--- config.mk ---
export PLATFORM = sky130hd
export DESIGN_NAME = uart_rx_classify
export DESIGN_NICKNAME = d
export VERILOG_FILES = /design/src/rtl/uart_rx_classify.sv
export SDC_FILE = /design/constraint.sdc
export NUM_CORES = 1
export LEC_CHECK = 0
export BUFFER_PORTS_ARGS = -buffer_cell sky130_fd_sc_hd__buf_2
export CORE_ASPECT_RATIO = 1.1
export CORE_MARGIN = 3
export CORE_UTILIZATION = 37
export CTS_CLUSTER_SIZE = 10
export DETAILED_ROUTE_END_ITERATION = 10
export GPL_TIMING_DRIVEN = 0
export HOLD_SLACK_MARGIN = 0.12
export PLACE_DENSITY = 0.57
export SETUP_SLACK_MARGIN = 0.3
export SLEW_MARGIN = 20
export SYNTH_ARGS = -nofsm -noshare
export SYNTH_HDL_FRONTEND = slang
export SYNTH_SLANG_ARGS = --single-unit
--- constraint.sdc ---
create_clock -name clk -period 1.85 [get_ports clk]
set_input_delay 0.37 -clock clk [delete_from_list [all_inputs] [get_ports clk]]
set_output_delay 0.37 -clock clk [all_outputs]
set_load 0.01 [all_outputs]
--- src/rtl/uart_rx_classify.sv ---
module uart_rx_classify #(
  parameter int OVERSAMPLE = 8
) (
  input  logic       clk,
  input  logic       rst_n,
  input  logic       tick,
  input  logic       rxd,
  input  logic [1:0] cfg_len,
  input  logic       cfg_two_stop,
  input  logic [1:0] cfg_par,
  output logic       out_valid,
  input  logic       out_ready,
  output logic [7:0] out_data,
  output logic       out_par_flag,
  output logic       out_frm_err,
  output logic       out_brk,
  output logic       line_level
);
  localparam int CW = $clog2(OVERSAMPLE);
  localparam logic [CW-1:0] LAST = CW'(OVERSAMPLE - 1);
  localparam logic [CW-1:0] HALF = CW'(OVERSAMPLE / 2 - 1);

  typedef enum logic [2:0] {S_IDLE, S_START, S_DATA, S_PAR, S_STOP1, S_STOP2, S_BRK} st_t;

  st_t        st;
  logic [1:0] sync;
  logic       rx_s, prev;
  logic [CW-1:0] cnt;
  logic [2:0] idx;
  logic [7:0] shreg;
  logic [1:0] l_len, l_par;
  logic       l_two, ones, pbit, zero, ferr;
  logic       mid_hit, last_stop, frame_done, fe_final, brk_final, pf_final, in_slot;

  assign rx_s       = sync[1];
  assign line_level = rx_s;
  assign in_slot    = (st == S_DATA) || (st == S_PAR) || (st == S_STOP1) || (st == S_STOP2);
  assign mid_hit    = tick && in_slot && (cnt == LAST);
  assign last_stop  = (st == S_STOP2) || (st == S_STOP1 && !l_two);
  assign frame_done = mid_hit && last_stop;
  assign fe_final   = ferr | ~rx_s;
  assign brk_final  = zero & ~rx_s;

  always_comb begin
    case (l_par)
      2'b01:   pf_final = ones ^ pbit;
      2'b10:   pf_final = pbit;
      2'b11:   pf_final = ~(ones ^ pbit);
      default: pf_final = 1'b0;
    endcase
  end

  always_ff @(posedge clk or negedge rst_n)
    if (!rst_n) sync <= 2'b11;
    else        sync <= {sync[0], rxd};

  always_ff @(posedge clk or negedge rst_n) begin
    if (!rst_n) begin
      st <= S_IDLE; prev <= 1'b0; cnt <= '0; idx <= '0; shreg <= '0;
      l_len <= 2'b11; l_par <= 2'b00; l_two <= 1'b0;
      ones <= 1'b0; pbit <= 1'b0; zero <= 1'b1; ferr <= 1'b0;
    end else begin
      if (tick && in_slot) cnt <= (cnt == LAST) ? '0 : cnt + 1'b1;
      case (st)
        S_IDLE: if (tick) begin
          prev <= rx_s;
          if (prev && !rx_s) begin
            st <= S_START; cnt <= '0; idx <= '0; shreg <= '0;
            l_len <= cfg_len; l_par <= cfg_par; l_two <= cfg_two_stop;
            ones <= 1'b0; pbit <= 1'b0; zero <= 1'b1; ferr <= 1'b0;
          end
        end
        S_START: if (tick) begin
          if (cnt == HALF) begin
            cnt <= '0;
            if (rx_s) begin st <= S_IDLE; prev <= 1'b1; end
            else st <= S_DATA;
          end else cnt <= cnt + 1'b1;
        end
        S_DATA: if (mid_hit) begin
          shreg[idx] <= rx_s;
          ones <= ones ^ rx_s;
          zero <= zero & ~rx_s;
          idx  <= idx + 1'b1;
          if (idx == 3'd4 + {1'b0, l_len}) st <= (l_par == 2'b00) ? S_STOP1 : S_PAR;
        end
        S_PAR: if (mid_hit) begin
          pbit <= rx_s;
          zero <= zero & ~rx_s;
          st   <= S_STOP1;
        end
        S_STOP1, S_STOP2: if (mid_hit) begin
          ferr <= fe_final;
          zero <= brk_final;
          if (!last_stop) st <= S_STOP2;
          else begin
            st   <= brk_final ? S_BRK : S_IDLE;
            prev <= rx_s;
          end
        end
        S_BRK: if (tick && rx_s) begin st <= S_IDLE; prev <= 1'b1; end
        default: st <= S_IDLE;
      endcase
    end
  end

  always_ff @(posedge clk or negedge rst_n) begin
    if (!rst_n) begin
      out_valid <= 1'b0; out_data <= '0;
      out_par_flag <= 1'b0; out_frm_err <= 1'b0; out_brk <= 1'b0;
    end else if (frame_done && (!out_valid || out_ready)) begin
      out_valid <= 1'b1; out_data <= shreg;
      out_par_flag <= pf_final; out_frm_err <= fe_final; out_brk <= brk_final;
    end else if (out_valid && out_ready) begin
      out_valid <= 1'b0; out_data <= '0;
      out_par_flag <= 1'b0; out_frm_err <= 1'b0; out_brk <= 1'b0;
    end
  end
endmodule

==> impl_results.html <==
<table>
<tr><th>Metric</th><th>Value</th></tr>
<tr><th colspan="2">Status</th></tr>
<tr><td>Outcome</td><td>finished, violations left</td></tr>
<tr><td>Failing checks</td><td>negative setup slack</td></tr>
<tr><th colspan="2">Die</th></tr>
<tr><td>Initial Util</td><td>38.9%</td></tr>
<tr><td>Die width</td><td>78.5 µm</td></tr>
<tr><td>Area of the die</td><td>roughly 6700 µm²</td></tr>
<tr><td>Number of top-level pins</td><td>23</td></tr>
<tr><td>Height of the die</td><td>85.8 µm</td></tr>
<tr><td>Standard-cell row count</td><td>28</td></tr>
<tr><td>Core Region</td><td>between 5000 and 6000 µm²</td></tr>
<tr><th colspan="2">CTS</th></tr>
<tr><td>Cell at the root of the clock tree</td><td>sky130_fd_sc_hd__clkbuf_8</td></tr>
<tr><td>Clock tree from TritonCTS</td><td>done</td></tr>
<tr><td>Number of H-tree levels</td><td>2</td></tr>
<tr><td>Insertion delay to the later sink of the worst-skew pair</td><td>around 0.31 ns</td></tr>
<tr><td>Clock buffers created by TritonCTS</td><td>5</td></tr>
<tr><td>Max Buffers Root-to-Sink</td><td>2</td></tr>
<tr><td>CTS hold repair buffers</td><td>0</td></tr>
<tr><td>Sink count of the clock tree</td><td>41</td></tr>
<tr><td>Clock-pin slew reported for the worst setup and hold paths after clock tree synthesis</td><td>0.09 ns</td></tr>
<tr><th colspan="2">Synthesis</th></tr>
<tr><td>Mapped Avg Cell Area</td><td>between 9 and 10 µm²</td></tr>
<tr><td>Warnings, synthesis</td><td>0</td></tr>
<tr><td>Proportion of synthesized chip area in sequential cells</td><td>between 40% and 50%</td></tr>
<tr><td>Post-synth top area cell</td><td>sky130_fd_sc_hd__dfrtp_1</td></tr>
<tr><td>Top cells by area in the synthesized netlist</td><td>sky130_fd_sc_hd__dfrtp_1 (42%), sky130_fd_sc_hd__dfstp_2 (6.1%), sky130_fd_sc_hd__nand2_1 (5.6%), sky130_fd_sc_hd__a22o_1 (4.9%), sky130_fd_sc_hd__o21ai_0 (3.7%)</td></tr>
<tr><td>Synth Cell Area</td><td>2140 µm²</td></tr>
<tr><td>Share of Yosys cell area claimed by the top area cell type</td><td>42.1%</td></tr>
<tr><td>Synthesized netlist cell count</td><td>215</td></tr>
<tr><td>Number of synthesized register bits</td><td>41</td></tr>
<tr><td>Count of cell types in the netlist</td><td>47</td></tr>
<tr><td>Post-synth net total</td><td>230</td></tr>
<tr><th colspan="2">Power and ir drop</th></tr>
<tr><td>Design Power</td><td>4.07 mW</td></tr>
<tr><td>P per Cell Area</td><td>approximately 1300 nW/µm²</td></tr>
<tr><td>Maximum vdd ir drop</td><td>about 0.65 mV</td></tr>
<tr><td>P_leak</td><td>1.47 nW</td></tr>
<tr><th colspan="2">Worst hold path</th></tr>
<tr><td>HP Class</td><td>in -&gt; reg</td></tr>
<tr><td>Worst min-delay path startpoint</td><td>rxd</td></tr>
<tr><th colspan="2">Routing</th></tr>
<tr><td>Number of iterations in the first detailed-routing pass</td><td>4</td></tr>
<tr><td>Post-detailed-route wirelength per cell</td><td>16.0 µm</td></tr>
<tr><td>Mean number of vias per cell</td><td>between 5 and 6</td></tr>
<tr><td>Number of nets still failing antenna checks after routing</td><td>0</td></tr>
<tr><td>DRC violations left</td><td>0</td></tr>
<tr><td>Number of DRC markers in iteration 0</td><td>130</td></tr>
<tr><td>Detailed Route WL</td><td>5.73 mm</td></tr>
<tr><td>Total vias in the final route</td><td>about 1900</td></tr>
<tr><th colspan="2">Global route</th></tr>
<tr><td>Global-route wire length before repair</td><td>9.34 mm</td></tr>
<tr><td>Number of global-route vias before repair</td><td>roughly 1800</td></tr>
<tr><td>Antenna violations before repair</td><td>0</td></tr>
<tr><td>Remaining Overflow, GRT</td><td>0</td></tr>
<tr><td>Largest net degree at the start of global routing</td><td>42</td></tr>
<tr><td>Overall fraction of global-route tracks in use</td><td>17.8%</td></tr>
<tr><th colspan="2">Timing</th></tr>
<tr><td>Worst Tran Pin Value</td><td>~0.92 ns</td></tr>
<tr><td>Relative max-transition margin</td><td>39.0%</td></tr>
<tr><td>RSZ-0062 raised after global routing</td><td>yes</td></tr>
<tr><td>Period Utilization, post-route</td><td>100%</td></tr>
<tr><td>Maximum clock frequency</td><td>540 MHz</td></tr>
<tr><td>Tmin final</td><td>1.85 ns</td></tr>
<tr><td>Post-route worst setup slack</td><td>-0.000224 ns</td></tr>
<tr><td>Final number of max-transition violations</td><td>0</td></tr>
<tr><td>Total of endpoints with negative setup slack in the final report</td><td>1</td></tr>
<tr><td>Hold Violations, Final</td><td>0</td></tr>
<tr><td>Worst clock skew</td><td>0.00986 ns</td></tr>
<tr><th colspan="2">Setup path</th></tr>
<tr><td>Crit path arrival time</td><td>approximately 2.1 ns</td></tr>
<tr><td>Family with the most delay on the worst path</td><td>simple AND/OR/NAND/NOR gates</td></tr>
<tr><td>Critical Path, Cell by Cell</td><td>or3b_4, a211o_1, or4_4, nand3_2, o21ai_2</td></tr>
<tr><td>Critical Path Start</td><td>st[1]</td></tr>
<tr><td>CP endpoint kind</td><td>flip-flop</td></tr>
<tr><td>Sort of element at the start of the critical path</td><td>flip-flop</td></tr>
<tr><td>Max Fanout on Critical Path</td><td>5</td></tr>
<tr><td>Slowest stage delay, CP</td><td>0.45 ns</td></tr>
<tr><td>Category of the most critical setup path</td><td>reg -&gt; reg</td></tr>
<tr><td>Sum of buffers and inverters on the critical path</td><td>0</td></tr>
<tr><td>Worst path required time</td><td>roughly 2.1 ns</td></tr>
<tr><td>Critical R2R Launch</td><td>st[1]</td></tr>
<tr><td>Cell with the largest stage delay on the worst path</td><td>sky130_fd_sc_hd__or4_4</td></tr>
<tr><th colspan="2">Placed design</th></tr>
<tr><td>GPL Wtd Cong</td><td>0.824</td></tr>
<tr><td>Detailed placer's ending HPWL</td><td>3.21 mm</td></tr>
<tr><td>Buffers added on ports</td><td>22</td></tr>
<tr><th colspan="2">Finish</th></tr>
<tr><td>Synthesis-to-finish area growth</td><td>47.0%</td></tr>
<tr><td>Filler Cell Count</td><td>477</td></tr>
<tr><td>Fraction of final layout cells sized beyond drive strength 1</td><td>45.9%</td></tr>
<tr><td>Layout Utilization</td><td>57.2%</td></tr>
<tr><td>Post-layout net count</td><td>~300</td></tr>
<tr><td>Number of antenna cells inserted</td><td>0</td></tr>
<tr><th colspan="2">Run</th></tr>
<tr><td>Reported max-cap violation count</td><td>0</td></tr>
</table>
==> stage by stage <==
step                cell area (µm²)  hold slack [ns]  setup WS [ns]    TNS, ns  std cells
global placement               2380            0.347         -0.131      -1.84        312
CTS                            2990            0.153         0.0145          0        354
floorplan                      2170           0.0744         0.0731          0        215
global route                   3140            0.154        -0.0228    -0.0384        358
detailed placement             2380            0.347         -0.146      -1.60        312
finish                         3140            0.159      -0.000224  -0.000224        358
==> worst register-to-register path, cell delays in order, from the launching register on <==
cell and delay, ns:
sky130_fd_sc_hd__dfrtp_2 0.44, sky130_fd_sc_hd__or3b_4 0.42, sky130_fd_sc_hd__a211o_1 0.31, sky130_fd_sc_hd__or4_4 0.45, sky130_fd_sc_hd__nand3_2 0.09, sky130_fd_sc_hd__o21ai_2 0.05
==> state kept, by name, indices dropped and copies added, names as in the netlist, 2 cells and up <==
signal	count
out_data	8
idx	3
l_len	2
shreg	8
sync	2
cnt	3
st	3
l_par	2
==> synth_stat cells (all sizes together) <==
library cell	n
nand3	2
nor3	5
nand2b	8
nand2	32
o21ai	17
o211ai	4
o41ai	1
buf	4
a22o	12
and3b	1
or3b	1
mux2i	5
inv	4
o31a	1
dfrtp	36
and3	1
a32o	5
o22a	1
a41o	1
o311a	1
clkinv	1
a31oi	3
clkbuf	8
xnor2	2
o22ai	3
nand4	1
nor2	11
nor3b	2
nand3b	2
ha	5
a21oi	6
a211o	1
or3	4
dfstp	5
a211oi	2
xor2	3
o21bai	1
and2	2
a21bo	1
or4	1
nor2b	4
mux2	5
==> cell type report <==
class | count | area (µm²) | share of cell area, %
multi-input cells | 157 | 1300 | 41.5
flip-flops and latches | 41 | 1030 | 32.9
well taps | 75 | 93.8 | 2.98
inverters | 5 | 23.8 | 0.756
plain buffers | 12 | 106 | 3.38
repair buffers | 60 | 488 | 15.5
clock buffers | 5 | 68.8 | 2.19
clock inverters | 3 | 25.0 | 0.796
==> where the power goes <==
group	internal [mW]	switching [mW]	leakage, nW
Sequential	1.11	0.175	0.532
Clock	0.273	0.359	0.0447
Combinational	1.11	1.04	0.892
==> kinds of logic (layout without fill, tap and decap cells) <==
family	Yosys count	in the layout	synth area share, %
flops	41	41	48.2
compound gates	60	60	20.3
mux	10	10	4.97
simple gates	77	77	18.4
xor+xnor	5	5	2.05
fa+ha+maj	5	5	2.92
buf+inv	17	85	3.16
==> cell usage in the layout (no fill, tap or decap), types with 3 or more instances in the layout <==
cell type / instances
sky130_fd_sc_hd__o21ai_2: 6
sky130_fd_sc_hd__o211ai_1: 4
sky130_fd_sc_hd__a21oi_1: 4
sky130_fd_sc_hd__clkbuf_1: 3
sky130_fd_sc_hd__a22o_1: 12
sky130_fd_sc_hd__xor2_1: 3
sky130_fd_sc_hd__mux2i_1: 5
sky130_fd_sc_hd__nor2_1: 8
sky130_fd_sc_hd__ha_4: 3
sky130_fd_sc_hd__a32o_1: 5
sky130_fd_sc_hd__nand2_2: 3
sky130_fd_sc_hd__clkbuf_8: 8
sky130_fd_sc_hd__inv_1: 3
sky130_fd_sc_hd__buf_2: 21
sky130_fd_sc_hd__o21ai_0: 7
sky130_fd_sc_hd__buf_4: 22
sky130_fd_sc_hd__o21ai_1: 4
sky130_fd_sc_hd__nand2b_4: 3
sky130_fd_sc_hd__mux2_4: 4
sky130_fd_sc_hd__dfrtp_1: 34
sky130_fd_sc_hd__buf_6: 17
sky130_fd_sc_hd__nor2b_1: 3
sky130_fd_sc_hd__dfstp_2: 5
sky130_fd_sc_hd__or3_1: 4
sky130_fd_sc_hd__nand2b_1: 3
sky130_fd_sc_hd__nand2_1: 26
sky130_fd_sc_hd__nor3_4: 3
sky130_fd_sc_hd__nor2_4: 3
==> timing repair <==
action | CTS | global route
gates cloned | 2 | 1
buffers inserted | 32 | 3
pin swaps | 13 | 15
gates resized for setup | 58 | 37
setup endpoints to repair | 35 | 39
==> per-layer routing <==
| metal | vias up | GRT usage [%] | routed length (µm) |
|---|---|---|---|
| met5 | - | 0 | 0 |
| met4 | 0 | 5.72 | 85 |
| met3 | 7 | 3.57 | 247 |
| met2 | 45 | 28.6 | 2810 |
| met1 | 967 | 24.0 | 2590 |
| li1 | 911 | - | - |
==> final timing paths <==
kind | to | cells past startpoint | slack [ns]
max | shreg[0] | 5 | -0.0002
min | sync[0] | 1 | 0.16
max reg2reg | shreg[0] | 5 | -0.0002
min reg2reg | sync[1] | 0 | 0.36
max in group asynchronous | st[1] | 1 | 1.02
min in group asynchronous | out_data[5] | 1 | 0.19
Power figures use the tool's default switching activity.
